`config.mk`:
```
export PLATFORM = sky130hd
export DESIGN_NAME = txcoef_rules
export DESIGN_NICKNAME = d
export VERILOG_FILES = /design/src/rtl/txcoef_pkg.sv /design/src/rtl/txcoef_rules.sv
export SDC_FILE = /design/constraint.sdc
export NUM_CORES = 1
export LEC_CHECK = 0
export ABC_AREA = 0
export CELL_PAD_IN_SITES_DETAIL_PLACEMENT = 0
export CELL_PAD_IN_SITES_GLOBAL_PLACEMENT = 1
export CORE_UTILIZATION = 30
export DETAILED_ROUTE_END_ITERATION = 7
export GPL_TIMING_DRIVEN = 0
export PLACE_DENSITY = 0.83
export SLEW_MARGIN = 20
export SYNTH_ARGS = -nofsm -noshare
export SYNTH_HDL_FRONTEND = slang
export SYNTH_SLANG_ARGS = --single-unit
```
`constraint.sdc`:
```
create_clock -name vclk -period 4.2
set_clock_uncertainty 0.2 [all_clocks]
set_input_delay 0.63 -clock vclk [all_inputs]
set_output_delay 0.63 -clock vclk [all_outputs]
set_load 0.005 [all_outputs]
```
`src/rtl/txcoef_pkg.sv`:
```
package txcoef_pkg;
    typedef enum logic {
        ST_IDLE   = 1'b0,
        ST_RESULT = 1'b1
    } chk_state_e;

    typedef struct packed {
        logic pre_ok;
        logic sum_ok;
        logic eye_ok;
    } rule_flags_t;
endpackage

```
`src/rtl/txcoef_rules.sv`:
```
module txcoef_rules #(
    parameter int CW = 6
) (
    input  logic signed [CW-1:0] pre,
    input  logic        [CW-1:0] main_c,
    input  logic signed [CW-1:0] post,
    input  logic        [CW-1:0] fs,
    input  logic        [CW-1:0] lf,
    output txcoef_pkg::rule_flags_t flags
);
    localparam int SW = CW + 2;

    logic [SW-1:0] mag_pre, mag_post, main_w, fs_w, lf_w, quarter_fs;
    logic [SW-1:0] side_sum, total, eye_need;

    // Two's complement magnitude, widened so that the most negative code fits
    always_comb begin
        mag_pre  = pre[CW-1]  ? (SW'(0) - SW'(pre))  : SW'(pre);
        mag_post = post[CW-1] ? (SW'(0) - SW'(post)) : SW'(post);
        main_w     = SW'(main_c);
        fs_w       = SW'(fs);
        lf_w       = SW'(lf);
        quarter_fs = fs_w >> 2;
        side_sum   = mag_pre + mag_post;
        total      = side_sum + main_w;
        eye_need   = side_sum + lf_w;
        flags.pre_ok = (mag_pre <= quarter_fs);
        flags.sum_ok = (total == fs_w);
        flags.eye_ok = (main_w >= eye_need);
    end
endmodule

```
==> summary.txt <==
Hold path
  • Worst min-delay path class: in -> out
  • Startpoint of the most critical hold path: post[0]
  • Hold worst-path end: flags[1]
  • Number of cells on the worst hold path: 7

Final layout
  • Final core utilization: 54.22%
  • Post-Layout Cell Count: 269
  • Area of the multi-input gates: 1550 um^2
  • FF+latch count: 0
  • Layout clock buffer count: 0
  • Commonest non-fill, non-tap cell in the layout: buf_4
  • Number of diodes added for antenna fixing: 0
  • Number of fillers in the final layout: around 390
  • Commonest cells after routing, fill and taps aside: buf_4 (23), ha_1 (21), clkdlybuf4s50_1 (21)
  • Proportion of layout cells with a drive suffix above 1: 39.73%
  • Post-layout instance area: approximately 2200 um^2
  • Area growth from synthesis to layout: 72.70%
  • Sequential cell area: 0 um^2
  • NumNets Final: ~290

Die
  • Die boundary height: 66.94 um
  • Total number of placement rows: 23
  • IO Pins: 33
  • Core box area: 4029 um^2
  • Die extent in x: 66.94 um
  • Full die area: between 4000 and 5000 um^2
  • Effective utilization at floorplan: around a third

Run
  • Maximum Capacitance Violations: 0

STA
  • Number of endpoints failing setup at the final stage: 2
  • Final worst hold slack: approximately 1800 ps
  • Final period util: 107.2%
  • Post-layout minimum cycle time: ~4500 ps
  • Maximum operating frequency: between 0.2 and 0.25 GHz
  • RSZ-0062 raised after global routing: yes
  • Setup tns final: -504.9 ps
  • Count of pins over their slew limit: 0
  • Least setup slack across all paths after layout: -303.7 ps
  • Final Hold Viols: 0

Placed design
  • Setup slack after placement: -1332 ps
  • HPWL after DPL: ~2.4 mm
  • Area after detailed placement: ~1700 um^2
  • Cell count after placement: 245
  • # port buffers: 33
  • Placer Congestion: 0.7207

Synthesis
  • Post-Syn Area: 1265 um^2
  • Number of instances in the synthesized netlist: between 150 and 200
  • Count of unique library cells instantiated by Yosys: 35
  • Post-synthesis sequential area ratio: 0%
  • Per-instance average area after synthesis: roughly 7.9 um^2
  • Total number of yosys warnings: 0

GRT
  • Overall overflow remaining after global route: 0
  • Pin count of the biggest net entering global routing: 7
  • Total global routing track utilization: between 10% and 20%
  • Met1 GRT Util: around 20%
  • GR Layer Usage met3: less than 1%
  • Layer with the highest usage: met2
  • GR Util met2: a little under a third
  • Vias in the first global route: 1,373
  • Antenna violations before repair: 0
  • First-pass GRT wire length: ~5.7 mm

Routing
  • Detailed-routing iteration count for the pre-antenna-repair pass: 4
  • Routed WL: 3.624 mm
  • Via total after detailed routing: between 1k and 1.5k
  • Count of antenna-violating nets left after detailed routing: 0
  • Initial DRC Count: 40
  • Wire per inst: roughly 13 um
  • DRC Markers: 0
  • Via/cell ratio: 5.257

Power
  • Total Power: between 0.7 and 0.8 mW
  • Leakage: 0.9499 nW
  • Worst IR Drop VDD: roughly 0.11 mV
  • Pwr dens: between 300 and 400 nW/um^2

Critical path
  • List of cells traversed by the critical path: buf_6 > inv_2 > ha_4 > inv_4 > nand2_2 > xnor2_2 > ha_4 > buf_6 > o21ai_4 > o21bai_1 > a21oi_1 > xnor2_1 > ha_2 > a21oi_2 > o21ai_1 > or3_1 > a2111oi_2 > buf_2
  • Crit path max-delay cell type: or3_1
  • Worst path max stage delay: between 300 and 400 ps
  • Arrival time worst endpoint: 3670 ps
  • Critical path startpoint: post[0]
  • Highest fanout seen on the critical path: 4
  • Class of the most critical setup path: in -> out
  • Endpoint kind of the worst setup timing path: output pin
  • Required time at the endpoint of the critical path: roughly 3400 ps
  • Kind of start point of the critical path: input port

Status
  • Outcome: finished, violations left
  • Violated checks: setup timing
layout make-up:
type / instances / area share, %
timing repair buffer: 57 / 23.14
tap: 50 / 2.864
inverter: 15 / 3.036
multi-input combinational: 147 / 70.96
cells by family after synthesis:
| group | after synthesis | share of synthesized area (%) |
|---|---|---|
| AO/OA/AOI/OAI | 52 | 27.99 |
| XOR/XNOR | 25 | 17.31 |
| adder cells (fa/ha/maj) | 34 | 35.41 |
| buffers and inverters | 15 | 4.451 |
| other | 1 | 0.2965 |
| AND/OR/NAND/NOR | 34 | 14.54 |
metal layers:
layer | vias to the layer above | wire length (um)
li1 | 708 | -
met1 | 682 | 1484
met2 | 24 | 2050
met3 | 0 | 89
met4 | 0 | 0
met5 | - | 0
synth_stat cells (all sizes together) (2+ instances only):
cell / number / share of area [%]
o21ai: 11 / 4.4
a21oi: 13 / 5.4
inv: 15 / 4.5
a21o: 7 / 4.3
nor2: 4 / 1.2
nand2: 9 / 2.7
xnor2: 18 / 12
nor2b: 2 / 0.99
o21bai: 4 / 2.4
o211ai: 3 / 1.8
xor2: 7 / 4.8
ha: 31 / 31
nor3: 3 / 1.2
o31ai: 2 / 1.2
nor4b: 3 / 2.1
a211oi: 4 / 2.8
a211o: 2 / 1.4
nand2b: 3 / 1.5
fa: 3 / 4.7
nand3: 2 / 0.79
or3: 5 / 2.6
worst max path at each step:
| stage | endpoint | slack (ps) | cells past startpoint |
|---|---|---|---|
| global placement | flags[1] | -1370 | 17 |
| CTS | flags[1] | -230 | 19 |
| floorplan | flags[1] | 6 | 14 |
| finish | flags[1] | -300 | 18 |
| detailed placement | flags[1] | -1330 | 17 |
| global route | flags[1] | -450 | 18 |
what timing repair did:
item | 4_1_cts | 5_1_grt
resized for setup | 98 | 23
setup buffers | 21 | 3
hold buffers | 0 | 0
pin swaps | 29 | 21
setup endpoints to repair | 2 | 2
hold endpoints to repair | 0 | 0
worst max-delay path: cells and delay by family:
family          cells  cell delay [ps]
fa+ha+maj           3              750
xor+xnor            2              390
buf+inv             5              460
simple gates        2              450
compound gates      6              970
report_power, final:
| part | internal, mW | switching [mW] |
|---|---|---|
| clock | 0 | 0 |
| combinational | 0.394 | 0.334 |
| sequential | 0 | 0 |
| total | 0.394 | 0.334 |
Note: power is estimated with default switching activity, not from simulation.
